==> src/rtl/dic_aligner.sv <==
module dic_aligner (
  input  logic        clk,
  input  logic        rst_n,
  input  logic        in_en,
  input  logic        in_er,
  input  logic [7:0]  in_d,
  output logic        out_vld,
  output logic [31:0] out_d,
  output logic [3:0]  out_c
);
  localparam logic [7:0] C_IDLE = 8'h07;
  localparam logic [7:0] C_LPI  = 8'h06;
  localparam logic [7:0] C_SEQ  = 8'h9C;
  localparam logic [7:0] C_SOP  = 8'hFB;
  localparam logic [7:0] C_EOP  = 8'hFD;
  localparam logic [7:0] C_ERR  = 8'hFE;
  localparam logic [7:0] V_LPI  = 8'h01;
  localparam logic [7:0] V_SEQ  = 8'h9C;
  localparam int         LANES  = 4;
  localparam int         PEND   = LANES - 1;
  localparam logic [2:0] DMAX   = 3'd3;

  logic [7:0]      pd [PEND];
  logic [PEND-1:0] pc;
  logic [1:0]      cnt;
  logic [1:0]      dic;
  logic            in_frame, prev_idle, prev_seq;

  logic            is_start, is_lpi, is_seq, align, all_idle;
  logic            do_al, del, ins, emit;
  logic [7:0]      cd;
  logic            cc;
  logic [2:0]      sum, pad;
  logic [1:0]      dic_ins;
  logic [31:0]     wd;
  logic [3:0]      wc;

  assign is_start = in_en && !in_frame && !prev_seq;
  assign is_lpi   = !in_en && in_er && (in_d == V_LPI);
  assign is_seq   = !in_en && in_er && (in_d == V_SEQ);
  assign align    = is_start || ((is_lpi || is_seq) && prev_idle);

  always_comb begin
    cc = 1'b1;
    cd = C_ERR;
    if (in_en) begin
      if (is_start)   cd = C_SOP;
      else if (in_er) cd = C_ERR;
      else begin
        cc = 1'b0;
        cd = in_d;
      end
    end else if (!in_er) cd = in_frame ? C_EOP : C_IDLE;
    else if (is_lpi)     cd = C_LPI;
    else if (is_seq)     cd = C_SEQ;
  end

  always_comb begin
    all_idle = 1'b1;
    for (int i = 0; i < PEND; i++)
      if (i < int'(cnt) && !(pc[i] && pd[i] == C_IDLE)) all_idle = 1'b0;
  end

  assign sum     = {1'b0, dic} + {1'b0, cnt};
  assign pad     = 3'd4 - {1'b0, cnt};
  assign dic_ins = ({1'b0, dic} >= pad) ? 2'({1'b0, dic} - pad) : 2'd0;
  assign do_al   = align && (cnt != 2'd0);
  assign del     = do_al && all_idle && (sum <= DMAX);
  assign ins     = do_al && !del;
  assign emit    = ins || (!do_al && cnt == 2'd3);

  always_comb begin
    for (int i = 0; i < PEND; i++) begin
      if (i < int'(cnt)) begin
        wd[8*i +: 8] = pd[i];
        wc[i]        = pc[i];
      end else begin
        wd[8*i +: 8] = C_IDLE;
        wc[i]        = 1'b1;
      end
    end
    if (ins) begin
      wd[31:24] = C_IDLE;
      wc[3]     = 1'b1;
    end else begin
      wd[31:24] = cd;
      wc[3]     = cc;
    end
  end

  always_ff @(posedge clk) begin
    if (!rst_n) begin
      cnt       <= '0;
      dic       <= '0;
      in_frame  <= 1'b0;
      prev_idle <= 1'b1;
      prev_seq  <= 1'b0;
      pc        <= '0;
      out_vld   <= 1'b0;
      out_d     <= '0;
      out_c     <= '0;
      for (int i = 0; i < PEND; i++) pd[i] <= '0;
    end else begin
      in_frame  <= in_en && (in_frame || is_start);
      prev_idle <= !in_en && !in_er;
      prev_seq  <= is_seq;
      out_vld   <= emit;
      if (emit) begin
        out_d <= wd;
        out_c <= wc;
      end
      if (do_al) begin
        pd[0] <= cd;
        pc[0] <= cc;
        cnt   <= 2'd1;
        dic   <= del ? sum[1:0] : dic_ins;
      end else if (cnt == 2'd3) begin
        cnt <= 2'd0;
      end else begin
        pd[cnt] <= cd;
        pc[cnt] <= cc;
        cnt     <= cnt + 2'd1;
      end
    end
  end
endmodule

==> config.mk <==
export PLATFORM = sky130hd
export DESIGN_NAME = dic_aligner
export DESIGN_NICKNAME = d
export VERILOG_FILES = /design/src/rtl/dic_aligner.sv
export SDC_FILE = /design/constraint.sdc
export NUM_CORES = 1
export LEC_CHECK = 0
export BUFFER_PORTS_ARGS = -buffer_cell sky130_fd_sc_hd__buf_4
export CAP_MARGIN = 20
export CORE_AREA = 2 2 106 108
export DETAILED_ROUTE_END_ITERATION = 6
export DIE_AREA = 0 0 108 110
export PLACE_DENSITY = 0.48
export SLEW_MARGIN = 30
export SYNTH_ARGS = -nofsm -noshare
export SYNTH_HDL_FRONTEND = slang
export SYNTH_SLANG_ARGS = --single-unit
==> constraint.sdc <==
create_clock -name clk -period 4.3 [get_ports clk]
set_clock_uncertainty 0.1 [all_clocks]
set_input_delay 0.86 -clock clk [delete_from_list [all_inputs] [get_ports clk]]
set_output_delay 0.86 -clock clk [all_outputs]
set_load 0.01 [all_outputs]
## Word level (Yosys, flattened, before mapping)

Memories as Yosys holds them, arrays and structs flattened.
Cells that the tools add are included.

- Input port bits: 12
- RAM bits: 24
- Memories: 1
- Bits in registers: 47
- Logic and storage cells: 113

Memory list:

| name | words | bits a word | read ports | clocked after Yosys merged registers in | wr ports | line | source |
|---|---|---|---|---|---|---|---|
| pd | 3 | 8 | 3 | 0 | 3 | 23 | `logic [7:0] pd [PEND];` |

- Add/sub/neg operators: 4
- Eq/ne operators: 7
- $lt $le $gt $ge: 7
- Reduce and logical (&&, ||, !) cells: 37
- Muxes and demuxes: 42
- Bitwise operators: 4

Operator list:

| kind | count |
|---|---|
| $mux 8 | 12 |
| $eq 8x3->1 const B | 3 |
| $mux 1 | 24 |
| $logic_and 1x1->1 | 20 |
| $logic_not 1->1 | 9 |
| $eq 8x1->1 const B | 1 |
| $eq 8x8->1 const B | 1 |
| $reduce_or 8->1 | 1 |
| $mux 7 | 1 |
| $mux 2 | 3 |
| $logic_or 1x1->1 | 4 |
| $lt 1x2->1 const A | 2 |
| $add 2x2->3 | 1 |
| $bwmux 3 | 1 |
| $ge 2x3->1 | 1 |
| $le 3x2->1 const B | 1 |
| $lt 2x3->1 const B | 1 |
| $not 1->1 | 3 |
| $reduce_or 3->1 | 1 |
| $sub 3x2->3 const A | 1 |
| $add 2x1->2 const B | 1 |
| $demux 1 s2 | 1 |
| $eq 2x2->1 const B | 1 |
| $ge 2x1->1 const B | 1 |
| 6 further kinds | 6 |

## Depth between registers and ports, before layout

An unclocked memory read counts as a cell.

- Depth in word-level cells: 13
- Depth in mapped cells: 8

## Least setup slack after synthesis

Ideal clock, no wire load.

- Path type: input -> register
- Start: input port in_d[1]
- End: memory pd[0][0] (enable)
- Data required time: 3871 ps
- Data arrival time: 2508 ps
- Cell stages on the path: 6
- Path slack: 1363 ps
- Path through: or4b_4 -> nor4b_4 -> a21o_2 -> buf_8 -> o21ai_2 -> nand2_1

RTL lines:

| item | line | source |
|---|---|---|
| from (decl) | 6 | `input logic [7:0] in_d,` |
| to (decl) | 23 |  |

## Worst setup path in the final report

- Start: register cnt[1]
- End: register out_d[16]

- Longest elaborated chain between the ends: 10
- Elaborated cells between the ends (all ways): 22
- Classes of those cells: add/sub: 1; order compare: 4; eq/ne: 1; mux: 4; reduce/logical: 12

Ends and longest elaborated chain:

| item | line | source |
|---|---|---|
| from (decl) | 25 | `logic [1:0] cnt;` |
| from (signal assigned) | 122 | `cnt <= cnt + 2'd1;` |
| $lt 1x2->1 | 61 | `if (i < int'(cnt) && !(pc[i] && pd[i] == C_IDLE)) all_idle = 1'b0;` |
| $logic_and 1x1->1 | 61 |  |
| $mux 1 (3 in a row) | 61 |  |
| $logic_and 1x1->1 (2 in a row) | 68 | `assign del = do_al && all_idle && (sum <= DMAX);` |
| $logic_not 1->1 | 69 | `assign ins = do_al && !del;` |
| $logic_and 1x1->1 | 69 |  |
| $logic_or 1x1->1 | 70 | `assign emit = ins \|\| (!do_al && cnt == 2'd3);` |
| to (signal assigned) | 109 | `out_d <= wd;` |
| to (decl) | 8 | `output logic [31:0] out_d,` |

Several ways; a longest one is shown, not always the timed one.
A chain may end at the register's enable or synchronous reset.

==> qor.csv <==
metric,value,unit
Post-DRT Antenna Nets,0,
die area,11900,sq um
"Data arrival, critical path",3.58,ns
critical path's slowest cell,dfxtp_1,
post-CTS resize count,0,
synth unique cells,57,
CP most frequent cell,buf_4,
CTS tree,yes,
fin util,0.389,
Worst Tran Pin Value,0.931,ns
WL/cell,17.0,um
achievable frequency,291,MHz
Final Hold Fails,0,
largest net degree at the start of global routing,36,
Antenna diodes,0,
layout cells sized above 1,0.242,
Core ar.,10700,sq um
leakage power,0.00157,uW
Worst slew margin,0.373,
ys async rst share,0,
sequential fraction of the synthesis area,0.479,
critical path class,reg -> reg,
"Buf+Inv Stages, Crit Path",3,
setup TNS,0,ns
pwr dens,429,nW/um^2
"flops & latches, synth",71,
boundary pin count,49,
starting density of the core,0.324,
Slew Limit Fails,0,
status,completed,
Avg Vias per Cell,5.21,
RSZ-0062 raised after global routing,no,
Post-Layout Cell Count,525,
IO buf count,48,
Placed Cells,509,
Root Driver,clkbuf_8,
Slowest Stage Delay on Critical Path,0.72,ns
Worst EP required,4.45,ns
Max Fanout on Critical Path,17,
Final period util,0.799,
aggregate global-route resource usage,0.163,
Die H,110,um
crit path time final,3.44,ns
Layout area overhead,20.1,%
Ys Warns,0,
cts hold-fix bufs,0,
grt ovf,0,
Synth top area share,0.271,
Main synth FF type,dfxtp_1,
Synth Area per Inst,10.4,sq um
Detail Placement HPWL,6.24,mm
CTS Buffer Depth,2,
Post-synth EDFFs,24,
Synth area leaders,"dfxtp_1 27%, edfxtp_1 21%, nor2b_1 3.6%",
final WL,8.91,mm
post-synth design cell area,3470,sq um
Worst-path clk slew,0.08,ns
critical path cell sequence,inv_1 > ha_1 > buf_4 > nor4_2 > a21o_2 > buf_4 > a21oi_2 > o221a_2,
endpoint class of the critical path,register,
power consumption,1790,uW
Placer Congestion,0.842,
Layout Nets,400,
Worst VDD drop,202,uV
Mapped Cells,334,
Critical Path Start Type,register,
max cap viols,0,
Post-CTS Setup Repair Bufs,0,
Syn Nets,354,
initial antenna violation count,0,
Sink Count,71,
final hold slack,0.360,ns
number of buffers created by CTS,9,
# DRC,0,
Initial DRC Count,105,
"area leader, netlist",dfxtp_1,
site row count,38,
first-pass GRT wire length,14.5,mm
Crit path max-delay family,compound AO/OA/AOI/OAI gates,
H-tree depth,3,
DRT Pass-1 Iters,5,
Final setup viols,0,
vias in the first global route,2636,
Vias,2737,
hold crit path type,reg -> reg,
DIE WIDTH,108,um
worst-skew pair later-pin latency,0.35,ns
-- tightest hold or removal path, stage by stage (launching register included) --
cell,delay [ns]
dfxtp_1,0.31
inv_1,0.05
a211oi_1,0.05
-- layout by cell type (no fill, tap or decap), types with 2 or more instances in the layout --
master      instances
a2111oi_0           5
a2111oi_4           4
a211oi_1            8
a211oi_2            3
a21o_1              2
a21oi_1            24
a221oi_1            5
a22oi_1             7
a311oi_1            2
and3_1              8
buf_4              58
clkbuf_16           2
clkbuf_8           11
clkinvlp_4          2
dfxtp_1            47
edfxtp_1           24
ha_1                7
inv_1              19
mux2i_1             7
nand2_1            12
nand3_1            11
nand4_1             7
nand4b_1            2
nor2_1             23
nor2b_1            20
nor3_1              7
nor4_1              3
o211ai_1            5
o21a_1              2
o21ai_0             7
o221a_1             3
o221a_2             2
o22ai_1            10
o31ai_1             3
-- state kept, by name, indices dropped and copies added, names as in the netlist --
name	count
dic	2
prev_seq	1
out_vld	1
cnt	2
pc	3
prev_idle	1
out_c	4
pd	24
out_d	32
in_frame	1
-- per-layer routing --
layer / vias to the layer above / track usage / part of all wire
met4: 0 / 0.0549 / 0.011
met1: 1305 / 0.225 / 0.49
li1: 1363 / - / -
met3: 7 / 0.0388 / 0.051
met5: - / 0 / 0
met2: 62 / 0.251 / 0.45
-- logic make-up (layout without fill, tap and decap cells) --
group | count (synthesis) | in the layout | share of synthesized area
fa+ha+maj | 8 | 8 | 0.0310
buf+inv | 43 | 94 | 0.0603
mux | 8 | 8 | 0.0242
compound gates | 100 | 100 | 0.235
flops | 71 | 71 | 0.479
simple gates | 103 | 103 | 0.168
xor+xnor | 1 | 1 | 0.00253
-- path summary, 6_finish.rpt --
| check | startpoint | cells past startpoint | to | slack (ns) |
|---|---|---|---|---|
| min reg2reg | out_c[0] | 2 | out_c[0] | 0.36 |
| min | out_c[0] | 2 | out_c[0] | 0.36 |
| max | cnt[1] | 8 | out_d[16] | 0.86 |
| max reg2reg | cnt[1] | 8 | out_d[16] | 0.86 |
-- through the flow --
stage / area [sq um] / setup WS (ns)
after global placement: 3940 / 0.820
after CTS: 4160 / 0.817
after global routing: 4160 / 0.531
after detailed placement: 3940 / 0.838
final: 4160 / 0.864
after floorplan: 3470 / 1.36
-- synthesized netlist by cell type, types with 8 or more instances --
cell       n
nor2_1    23
a211oi_1   8
edfxtp_1  24
nand3_1   11
inv_1     19
and3_1     8
clkbuf_1  12
nand2_1   12
o22ai_1   10
dfxtp_1   47
nor2b_1   20
a21oi_1   24
-- power breakdown --
| part | total, uW | leakage [uW] | switching, uW | internal, uW |
|---|---|---|---|---|
| Sequential | 822 | 0.000636 | 53.4 | 768 |
| Combinational | 392 | 0.000822 | 235 | 157 |
| Clock | 572 | 0.000108 | 261 | 311 |
| Total | 1790 | 0.00157 | 550 | 1240 |
-- final cells by class --
class / count / area (sq um)
sequential: 71 / 1660
inverter: 20 / 75.1
tap: 140 / 175
clock buffer: 13 / 201
clock inverter: 3 / 20.0
timing repair buffer: 58 / 435
fill: 1073 / 6530
multi-input combinational: 220 / 1600
Power figures use the tool's default switching activity.
